### config.mk
export PLATFORM = sky130hd
export DESIGN_NAME = irq_prio_ctrl
export DESIGN_NICKNAME = d
export VERILOG_FILES = /design/src/rtl/irq_prio_pkg.sv /design/src/rtl/irq_prio_ctl.sv /design/src/rtl/irq_prio_dp.sv /design/src/rtl/irq_prio_ctrl.sv
export SDC_FILE = /design/constraint.sdc
export NUM_CORES = 1
export LEC_CHECK = 0
export BUFFER_PORTS_ARGS = -buffer_cell sky130_fd_sc_hd__buf_4
export CORE_ASPECT_RATIO = 0.8
export CORE_MARGIN = 3
export CORE_UTILIZATION = 55
export CTS_CLUSTER_SIZE = 8
export DETAILED_ROUTE_END_ITERATION = 8
export MAX_ROUTING_LAYER = met4
export PLACE_DENSITY = 0.83
export SLEW_MARGIN = 30
export SYNTH_ARGS = -nofsm -noshare
export SYNTH_HDL_FRONTEND = slang
export SYNTH_SLANG_ARGS = --single-unit
### constraint.sdc
create_clock -name clk -period 3.33 [get_ports clk]
set_input_delay 0 -clock clk [delete_from_list [all_inputs] [get_ports clk]]
set_output_delay 0 -clock clk [all_outputs]
set_load 0.01 [all_outputs]
### src/rtl/irq_prio_pkg.sv
package irq_prio_pkg;
  localparam int DATA_W = 8;
  localparam int LINES  = 8;
  localparam int LVL_W  = $clog2(LINES);

  localparam logic [DATA_W-1:0] CMD_INIT   = 8'h11;
  localparam logic [DATA_W-1:0] CMD_RD_IRR = 8'h0A;
  localparam logic [DATA_W-1:0] CMD_RD_ISR = 8'h0B;
  localparam logic [4:0]        EOI_TAG    = 5'b01100;
  localparam int                AUTO_BIT   = 1;

  typedef enum logic [1:0] {
    ST_IDLE, ST_WAIT_BASE, ST_WAIT_CASC, ST_WAIT_MODE
  } initState_t;

  typedef struct packed {
    logic             initStart;
    logic             loadBase;
    logic             loadCasc;
    logic             loadMode;
    logic             loadMask;
    logic             selIsr;
    logic             selIrr;
    logic             eoiGo;
    logic [LVL_W-1:0] eoiLevel;
    logic             ackGo;
    logic             busy;
  } ctlStrobes_t;
endpackage

### src/rtl/irq_prio_ctl.sv
module irq_prio_ctl
  import irq_prio_pkg::*;
(
  input  logic              clk,
  input  logic              rst_n,
  input  logic              wrEn,
  input  logic              addr,
  input  logic [DATA_W-1:0] wrData,
  input  logic              intAck,
  output ctlStrobes_t       strb
);
  initState_t stQ, stD;
  logic cmdWr, dataWr, startHit;

  assign cmdWr    = wrEn && !addr;
  assign dataWr   = wrEn && addr;
  assign startHit = cmdWr && (wrData == CMD_INIT);

  always_comb begin
    strb           = '0;
    strb.initStart = startHit;
    strb.selIrr    = cmdWr && (wrData == CMD_RD_IRR);
    strb.selIsr    = cmdWr && (wrData == CMD_RD_ISR);
    strb.eoiGo     = cmdWr && (wrData[DATA_W-1:LVL_W] == EOI_TAG);
    strb.eoiLevel  = wrData[LVL_W-1:0];
    strb.loadBase  = dataWr && (stQ == ST_WAIT_BASE);
    strb.loadCasc  = dataWr && (stQ == ST_WAIT_CASC);
    strb.loadMode  = dataWr && (stQ == ST_WAIT_MODE);
    strb.loadMask  = dataWr && (stQ == ST_IDLE);
    strb.busy      = (stQ != ST_IDLE);
    strb.ackGo     = intAck && (stQ == ST_IDLE) && !startHit;
  end

  always_comb begin
    stD = stQ;
    if (startHit) stD = ST_WAIT_BASE;
    else if (dataWr) begin
      case (stQ)
        ST_WAIT_BASE: stD = ST_WAIT_CASC;
        ST_WAIT_CASC: stD = ST_WAIT_MODE;
        ST_WAIT_MODE: stD = ST_IDLE;
        default:      stD = ST_IDLE;
      endcase
    end
  end

  always_ff @(posedge clk or negedge rst_n) begin
    if (!rst_n) stQ <= ST_IDLE;
    else        stQ <= stD;
  end
endmodule

### src/rtl/irq_prio_dp.sv
module irq_prio_dp
  import irq_prio_pkg::*;
(
  input  logic              clk,
  input  logic              rst_n,
  input  ctlStrobes_t       strb,
  input  logic              addr,
  input  logic [DATA_W-1:0] wrData,
  input  logic [LINES-1:0]  irqIn,
  output logic              intOut,
  output logic              vecValid,
  output logic [DATA_W-1:0] vecOut,
  output logic [DATA_W-1:0] rdData,
  output logic [DATA_W-1:0] cascOut,
  output logic [LINES-1:0]  isrVal,
  output logic [LINES-1:0]  irrVal,
  output logic [LINES-1:0]  maskVal,
  output logic              autoEoi
);
  logic [LINES-1:0]  irrQ, isrQ, maskQ, prevQ, rise;
  logic [LINES-1:0]  allowed, eligible, ackClr, isrSet, isrClr;
  logic [DATA_W-1:0] baseQ, cascQ;
  logic              autoQ, selIsrQ, hit;
  logic [LVL_W-1:0]  win;

  assign rise = irqIn & ~prevQ;

  // A line may interrupt only if no in-service bit sits at its own index or above it in priority.
  always_comb begin
    logic seen;
    seen = 1'b0;
    for (int n = 0; n < LINES; n++) begin
      seen       = seen | isrQ[n];
      allowed[n] = !seen;
    end
  end

  assign eligible = irrQ & irqIn & ~maskQ & allowed;

  always_comb begin
    win = LVL_W'(LINES - 1);
    for (int n = LINES - 1; n >= 0; n--) begin
      if (eligible[n]) win = LVL_W'(n);
    end
  end

  assign hit    = |eligible;
  assign intOut = hit && !strb.busy;

  generate
    for (genvar g = 0; g < LINES; g++) begin : g_line
      assign ackClr[g] = strb.ackGo && hit && (win == LVL_W'(g));
      assign isrSet[g] = ackClr[g] && !autoQ;
      assign isrClr[g] = strb.eoiGo && (strb.eoiLevel == LVL_W'(g));
    end
  endgenerate

  always_ff @(posedge clk or negedge rst_n) begin
    if (!rst_n) begin
      irrQ     <= '0;
      isrQ     <= '0;
      maskQ    <= '1;
      prevQ    <= '0;
      baseQ    <= '0;
      cascQ    <= '0;
      autoQ    <= 1'b0;
      selIsrQ  <= 1'b0;
      vecValid <= 1'b0;
      vecOut   <= '0;
    end else begin
      prevQ    <= irqIn;
      irrQ     <= (irrQ | rise) & ~ackClr;
      vecValid <= 1'b0;
      if (strb.ackGo) begin
        vecValid <= 1'b1;
        vecOut   <= baseQ + DATA_W'(win);
      end
      if (strb.initStart) begin
        isrQ     <= '0;
        maskQ    <= '0;
        selIsrQ  <= 1'b0;
        vecValid <= 1'b0;
      end else begin
        isrQ <= (isrQ | isrSet) & ~isrClr;
        if (strb.selIsr) selIsrQ <= 1'b1;
        if (strb.selIrr) selIsrQ <= 1'b0;
        if (strb.loadMask) maskQ <= wrData;
      end
      if (strb.loadBase) baseQ <= wrData;
      if (strb.loadCasc) cascQ <= wrData;
      if (strb.loadMode) autoQ <= wrData[AUTO_BIT];
    end
  end

  assign rdData  = addr ? maskQ : (selIsrQ ? isrQ : irrQ);
  assign cascOut = cascQ;
  assign isrVal  = isrQ;
  assign irrVal  = irrQ;
  assign maskVal = maskQ;
  assign autoEoi = autoQ;
endmodule

### src/rtl/irq_prio_ctrl.sv
module irq_prio_ctrl
  import irq_prio_pkg::*;
(
  input  logic              clk,
  input  logic              rst_n,
  input  logic              wrEn,
  input  logic              addr,
  input  logic [DATA_W-1:0] wrData,
  output logic [DATA_W-1:0] rdData,
  input  logic [LINES-1:0]  irqIn,
  output logic              intOut,
  input  logic              intAck,
  output logic              vecValid,
  output logic [DATA_W-1:0] vecOut,
  output logic [DATA_W-1:0] cascCfg
);
  ctlStrobes_t      strb;
  logic [LINES-1:0] isrVal, irrVal, maskVal;
  logic             autoEoi, busy;

  assign busy = strb.busy;

  irq_prio_ctl u_ctl (
    .clk(clk), .rst_n(rst_n), .wrEn(wrEn), .addr(addr),
    .wrData(wrData), .intAck(intAck), .strb(strb)
  );

  irq_prio_dp u_dp (
    .clk(clk), .rst_n(rst_n), .strb(strb), .addr(addr), .wrData(wrData),
    .irqIn(irqIn), .intOut(intOut), .vecValid(vecValid), .vecOut(vecOut),
    .rdData(rdData), .cascOut(cascCfg), .isrVal(isrVal), .irrVal(irrVal),
    .maskVal(maskVal), .autoEoi(autoEoi)
  );
endmodule

==> impl_metrics.tcl, run 1 <==
set metrics [dict create \
    reg2regPathDepth 12 \
    worstSkewPairLatency_ns 0.34 \
    path_class "register to register" \
    final_cells 419 \
    ys_seq_area_frac 0.507 \
    report.final.slew_viol_count 0 \
    holdCritPathClass "input pin to register" \
    synth_edf_count 0 \
    synth_top_family_by_area "simple AND/OR/NAND/NOR gates" \
    synthesis.nets 314 \
    cp_common_cell "a21oi_1" \
    crit_path_end "u_dp.vecOut[6]" \
    grt_start_max_net_pins 62 \
    start_kind "register" \
    cts_tree "built" \
    wire_per_inst_um 17.8 \
    syn_inst 285 \
    rows 23 \
    yosys_warnings 0 \
    antenna_found_initial 0 \
    synthXorXnorAreaFrac 0.0173 \
    drtIter0Drc 196 \
    n_fill_cell 389 \
    tns_ns 0 \
    cp.arrival_ns 3.29 \
    end_kind "register" \
    grt_pass1_vias 2452 \
    maxCapViolations 0 \
    numCtsBuffers 9 \
    n_antenna_cell 0 \
    synthAdderAreaFrac 0.0355 \
    synth-seq-cells 61 \
    die_w_um 89.0 \
    initial_core_util 0.586 \
    period_share 0.924 \
    p_per_area_nw_per_um2 790 \
    fin_crit_ns 3.08 \
    grt_first_pass_wirelength_um 12100 \
    cp_data_required_time_ns 3.54 \
    viasPerCell 5.88 \
    routed_wirelength_um 7440 \
    syn_area_per_cell_um2 10.6 \
    h-tree-depth 3 \
    ctsResizeCount 0 \
    slew_headroom 0.489 \
    finalClockSkew_ns 0.0106 \
    drive_gt1_frac 0.294 \
    hold_depth 3 \
    numPortBuffers 46 \
    ctsRootBufferMaster "clkbuf_8" \
    synth.distinct_cells 49 \
    final_common_cell "dfrtp_1" \
    drc_errors 0 \
    ant_nets 0 \
    synthSimpleGateAreaFrac 0.161 \
    route.vias.total 2463 \
    cts.path.max_buffers 2 \
    fin_nets 381 \
    rsz0062_at_grt "false" \
    die_y_um 72.4 \
    status "finished clean" \
    worstMarginPinSlew_ns 0.759 \
    grt_overflow 0 \
    synthToLayoutAreaGrowth_pct 25.7 \
    dp.cells 384 \
    die_area_um2 6450 \
    r2r_slack_ns 0.25 \
    synthFlopType "dfrtp_1" \
    drt_pass1_iterations 5 \
    cts.sinks 61 \
    final_util 0.736 \
    num_io_pins 47 \
    async_flop_share 1.00 \
    crit_slowest_cell "dfstp_2" \
    ir_drop_uv 481 \
    final_cell_mix "dfrtp_1 (53), buf_4 (47), nand2_1 (33)" \
    startpoint "u_dp.maskVal[5]" \
    coreArea_um2 5180 \
    cp_cell_sequence "and3b_1, o41ai_1, a31oi_2, o21ai_2, inv_2, ha_1, fa_1, a21oi_1, nor2b_1, nand3_1, xor2_1, a21oi_1" \
    p_leak_nw 1.67 \
    hold_viol_final 0 \
    gp_congestion 0.916 \
    grt_use_total 0.257 \
    timing.fmax_mhz 325 \
    place_hpwl_um 5180 \
    synth_area_um2 3030 \
    r2r-end "u_dp.vecOut[6]" \
    clk_pin_slew_worst_paths_ns 0.07 \
    synthMuxAreaShare 0.108 \
    worst_path_largest_cell_delay_ns 0.56 \
    setup_viol 0 \
    cp_max_fo 4 \
    synth-compound-area-share 0.139 \
    r2r-start "u_dp.maskVal[5]" \
]
[final cells by class]
cell class | instances | area, µm² | share of cell area
Sequential cell | 61 | 1540 | 0.403
Multi-Input combinational cell | 201 | 1400 | 0.366
Timing Repair Buffer | 66 | 543 | 0.142
Clock buffer | 11 | 151 | 0.0397
Tap cell | 62 | 77.6 | 0.0203
Clock inverter | 5 | 58.8 | 0.0154
Inverter | 13 | 48.8 | 0.0128
[critical path, delay by kind of cell (launching register included)]
family,cells,cell delay (ns)
buffers and inverters,1,0.08
xor gates and xnor gates,1,0.16
and+or+nand+nor,3,0.35
adders and majority gates,2,0.66
DFF,1,0.56
AOI/OAI and AO/OA,5,1.14
[worst min path at each step]
| stage | startpoint | endpoint | slack (ns) |
|---|---|---|---|
| detailed placement | rst_n | u_dp.prevQ[3] | 0.12 |
| CTS | addr | u_ctl.stQ[1] | 0.07 |
| global route | addr | u_ctl.stQ[1] | 0.1 |
| global placement | rst_n | u_dp.prevQ[3] | 0.12 |
| floorplan | rst_n | u_ctl.stQ[0] | -0.30 |
| finish | addr | u_ctl.stQ[1] | 0.08 |
[per-stage QoR]
stage	cell area [µm²]	hold WS (ns)	total power [mW]	worst slack [ns]
global route	3810	0.0975	3.21	0.111
detailed placement	3410	0.122	2.31	0.319
CTS	3810	0.0706	3.02	0.284
finish	3810	0.0799	3.01	0.252
floorplan	3030	-0.296	1.87	0.528
global placement	3410	0.117	2.27	0.421
[kinds of logic (layout without fill, tap and decap cells)]
kind of cell,count (synthesis),in the layout
AND/OR/NAND/NOR,92,92
AO/OA/AOI/OAI,65,65
flip-flops,61,61
multiplexers,30,30
buffers and inverters,23,95
adder cells (fa/ha/maj),8,8
XOR/XNOR,6,6
[cells in the mapped netlist (2+ instances only)]
library cell	number	area share
or4bb_1	2	0.0074
nor3_2	2	0.0066
a31oi_2	2	0.0082
o41ai_1	2	0.0058
dfrtp_1	53	0.44
xnor2_1	5	0.014
o31ai_1	2	0.0049
nor4_1	3	0.0062
clkbuf_1	5	0.0062
nand3_1	8	0.013
nor2_1	17	0.021
a21oi_1	25	0.041
a211oi_1	3	0.0074
nor3_1	4	0.0066
a211oi_2	2	0.0082
o21ai_0	14	0.023
nor4bb_1	2	0.0066
mux2_2	21	0.078
a41oi_1	2	0.0058
buf_2	4	0.0066
nand2_1	33	0.041
dfstp_2	8	0.069
and3_1	6	0.012
mux2i_1	9	0.030
inv_1	12	0.015
nand3b_1	5	0.012
ha_1	7	0.029
nor2b_1	2	0.0041
a311oi_1	2	0.0058
a31oi_1	4	0.0082
[what timing repair did]
action	CTS	global route
endpoints found under the hold margin	92	0
setup buffers	0	0
hold buffers	19	0
[flip-flops by register name, summed over array words and instances (netlist names)]
name	cells
u_dp.isrVal	8
u_dp.cascOut	8
u_dp.irrVal	8
u_dp.prevQ	8
u_dp.baseQ	8
u_ctl.stQ	2
u_dp.selIsrQ	1
u_dp.vecOut	8
u_dp.autoEoi	1
u_dp.maskVal	8
u_dp.vecValid	1
[metal layers]
layer / vias up / track usage / wire length, µm
li1: 1162 / - / -
met1: 1203 / 0.352 / 3510
met2: 81 / 0.376 / 3350
met3: 17 / 0.0726 / 458
met4: 0 / 0.0777 / 121
met5: - / - / 0
[power breakdown]
| group | switching [mW] | total (mW) | internal [mW] |
|---|---|---|---|
| Sequential | 0.251 | 1.29 | 1.03 |
| Combinational | 0.511 | 1.05 | 0.538 |
| Clock | 0.293 | 0.679 | 0.386 |
No activity file was read; power rests on OpenSTA's default activity.
==> run 2, diff against run 1 <==
--- a/config.mk
+++ b/config.mk
@@ -5,12 +5,14 @@
 export SDC_FILE = /design/constraint.sdc
 export NUM_CORES = 1
 export LEC_CHECK = 0
+export ABC_AREA = 1
 export BUFFER_PORTS_ARGS = -buffer_cell sky130_fd_sc_hd__buf_4
 export CORE_ASPECT_RATIO = 0.8
 export CORE_MARGIN = 3
 export CORE_UTILIZATION = 55
 export CTS_CLUSTER_SIZE = 8
 export DETAILED_ROUTE_END_ITERATION = 8
+export HOLD_SLACK_MARGIN = 0.12
 export MAX_ROUTING_LAYER = met4
 export PLACE_DENSITY = 0.83
 export SLEW_MARGIN = 30
==> impl_metrics.tcl, run 2 <==
set metrics [dict create \
    multi_input_area_um2 1250 \
    setup_viol 0 \
    start_kind "register" \
    reg2regPathDepth 15 \
    holdCritPathClass "input pin to register" \
    dr_wl_met3_um 553 \
    die_area_um2 6430 \
    cts.sinks 61 \
    syn_area_per_cell_um2 8.47 \
    rsz0062_at_grt "false" \
    rows 23 \
    drt_pass1_iterations 5 \
    syn_inst 357 \
    grt_use_total 0.263 \
    worstMarginPinSlew_ns 0.766 \
    place_hpwl_um 5260 \
    n_fill_cell 411 \
    ff_latch_area_um2 1540 \
    ir_drop_uv 509 \
    path_class "register to register" \
    report.final.slew_viol_count 0 \
    synth_top_area_cell "dfrtp_1" \
    cp_max_fo 4 \
    maxCapViolations 0 \
    synth_most_common_cell "nand2_1" \
    initial_core_util 0.587 \
    synthFlopType "dfrtp_1" \
    cp.arrival_ns 2.99 \
    num_io_pins 47 \
    wl_met1_um 3310 \
    r2r-start "u_dp.isrVal[0]" \
    worstSkewPairLatency_ns 0.34 \
    dp.cells 456 \
    final_common_cell "nand2_1" \
    ctsRootBufferMaster "clkbuf_8" \
    end_kind "register" \
    synthesis.nets 386 \
    tns_ns 0 \
    numPortBuffers 46 \
    r2r-end "u_dp.vecOut[6]" \
    synth.distinct_cells 35 \
    synthToLayoutAreaGrowth_pct 24.8 \
    hold_viol_final 0 \
    n_antenna_cell 0 \
    fin_nets 453 \
    fin_crit_ns 2.79 \
    synthAdderAreaFrac 0.0356 \
    synth_top_family_by_area "simple AND/OR/NAND/NOR gates" \
    synthSimpleGateAreaFrac 0.223 \
    drtIter0Drc 238 \
    grt_start_max_net_pins 62 \
    status "finished clean" \
    die_y_um 72.3 \
    period_share 0.837 \
    async_flop_share 1.00 \
    viasPerCell 5.36 \
    grt_overflow 0 \
    ant_nets 0 \
    synthTopCellsByArea "dfrtp_1 (44%), nand2_1 (10%), dfstp_2 (7.0%), o21ai_0 (6.8%), inv_1 (5.7%)" \
    wire_per_inst_um 15.0 \
    drc_errors 0 \
    p_leak_nw 1.89 \
    crit_path_end "u_dp.vecOut[6]" \
    numCtsBuffers 9 \
    route.vias.total 2631 \
    coreArea_um2 5150 \
    gp_congestion 0.924 \
    wl_met2_um 3440 \
    r2r_slack_ns 0.54 \
    final_cells 491 \
    antenna_found_initial 0 \
    startpoint "u_dp.isrVal[0]" \
    synth-seq-cells 61 \
    finalClockSkew_ns 0.00717 \
    synth_edf_count 0 \
    die_w_um 88.9 \
    cts_tree "built" \
    yosys_warnings 0 \
    p_per_area_nw_per_um2 686 \
    drive_gt1_frac 0.205 \
    highest_layer "met4" \
    ys_seq_area_frac 0.508 \
    routed_wirelength_um 7370 \
    timing.fmax_mhz 359 \
    synth_area_um2 3020 \
    h-tree-depth 3 \
    synthXorXnorAreaFrac 0.0116 \
    grt_pass1_vias 2481 \
    clk_pin_slew_worst_paths_ns 0.06 \
    final_cell_mix "nand2_1 (82), dfrtp_1 (53), inv_1 (46), buf_4 (46), o21ai_0 (41)" \
    slew_headroom 0.486 \
    synthTopCellsByCount "nand2_1 (82), dfrtp_1 (53), inv_1 (46)" \
    postCtsSetupRepairBufs 0 \
    cts.path.max_buffers 2 \
    yosysTopAreaCellShare 0.439 \
    grt_first_pass_wirelength_um 12200 \
    synthMuxAreaShare 0 \
    synth-compound-area-share 0.143 \
    cp_data_required_time_ns 3.53 \
]
## run 2: worst min path at each step
stage          startpoint        endpoint  slack [ns]  cells after the start
4_1_cts              addr    u_dp.selIsrQ        0.22                      5
5_1_grt            intAck  u_dp.vecOut[1]        0.28                      6
2_1_floorplan       rst_n    u_ctl.stQ[0]       -0.30                      0
3_5_place_dp        rst_n   u_dp.prevQ[6]        0.11                      1
6_report             addr    u_dp.selIsrQ        0.23                      5
3_3_place_gp        rst_n   u_dp.prevQ[6]        0.12                      1
## run 2: power breakdown
group	internal, mW	switching, mW	total [mW]
Clock	0.309	0.267	0.576
Combinational	0.375	0.503	0.878
Sequential	0.996	0.138	1.13
Total	1.68	0.908	2.59
## run 2: metrics by stage
| step | power [mW] | worst slack [ns] | instance area (µm²) | util | hold WS [ns] |
|---|---|---|---|---|---|
| after global placement | 1.96 | 0.825 | 3410 | 0.662 | 0.118 |
| after detailed placement | 2.00 | 0.594 | 3410 | 0.662 | 0.114 |
| after global routing | 2.77 | 0.378 | 3770 | 0.732 | 0.277 |
| final | 2.59 | 0.541 | 3770 | 0.732 | 0.228 |
| after floorplan | 1.63 | 0.979 | 3020 | - | -0.296 |
| after CTS | 2.60 | 0.562 | 3770 | 0.732 | 0.223 |
## run 2: worst max-delay path, cell delays in order, from the launching register on
cell     delay, ns
dfrtp_1       0.39
nor2_2        0.17
nand4_1       0.18
nor2_2        0.18
nand3_1       0.10
nand2_1       0.08
nand2_1       0.07
nand2_1       0.10
a21oi_1       0.12
ha_1          0.25
fa_1          0.44
nand2_1       0.10
nand2_1       0.07
nand4_1       0.09
xor2_1        0.17
o21ai_0       0.13
## run 2: cells by family after synthesis
logic type      Yosys count
simple gates            147
buf+inv                  62
compound gates           75
flops                    61
xor+xnor                  4
fa+ha+maj                 8
## run 2: layout make-up
type,count,area share
tap,62,0.0206
clock inverter,2,0.00265
timing repair buffer,65,0.142
sequential,61,0.407
multi-input combinational,234,0.331
clock buffer,14,0.0431
inverter,53,0.0528
## run 2: what timing repair did
action | 4_1_cts | 5_1_grt
endpoints found under the hold margin | 103 | 0
hold buffers | 19 | 0
resized for setup | 0 | 0
## run 2: metal layers
layer,global-route usage,vias up
met2,0.382,92
met5,-,-
met1,0.356,1229
met3,0.0908,8
met4,0.0621,0
li1,-,1302
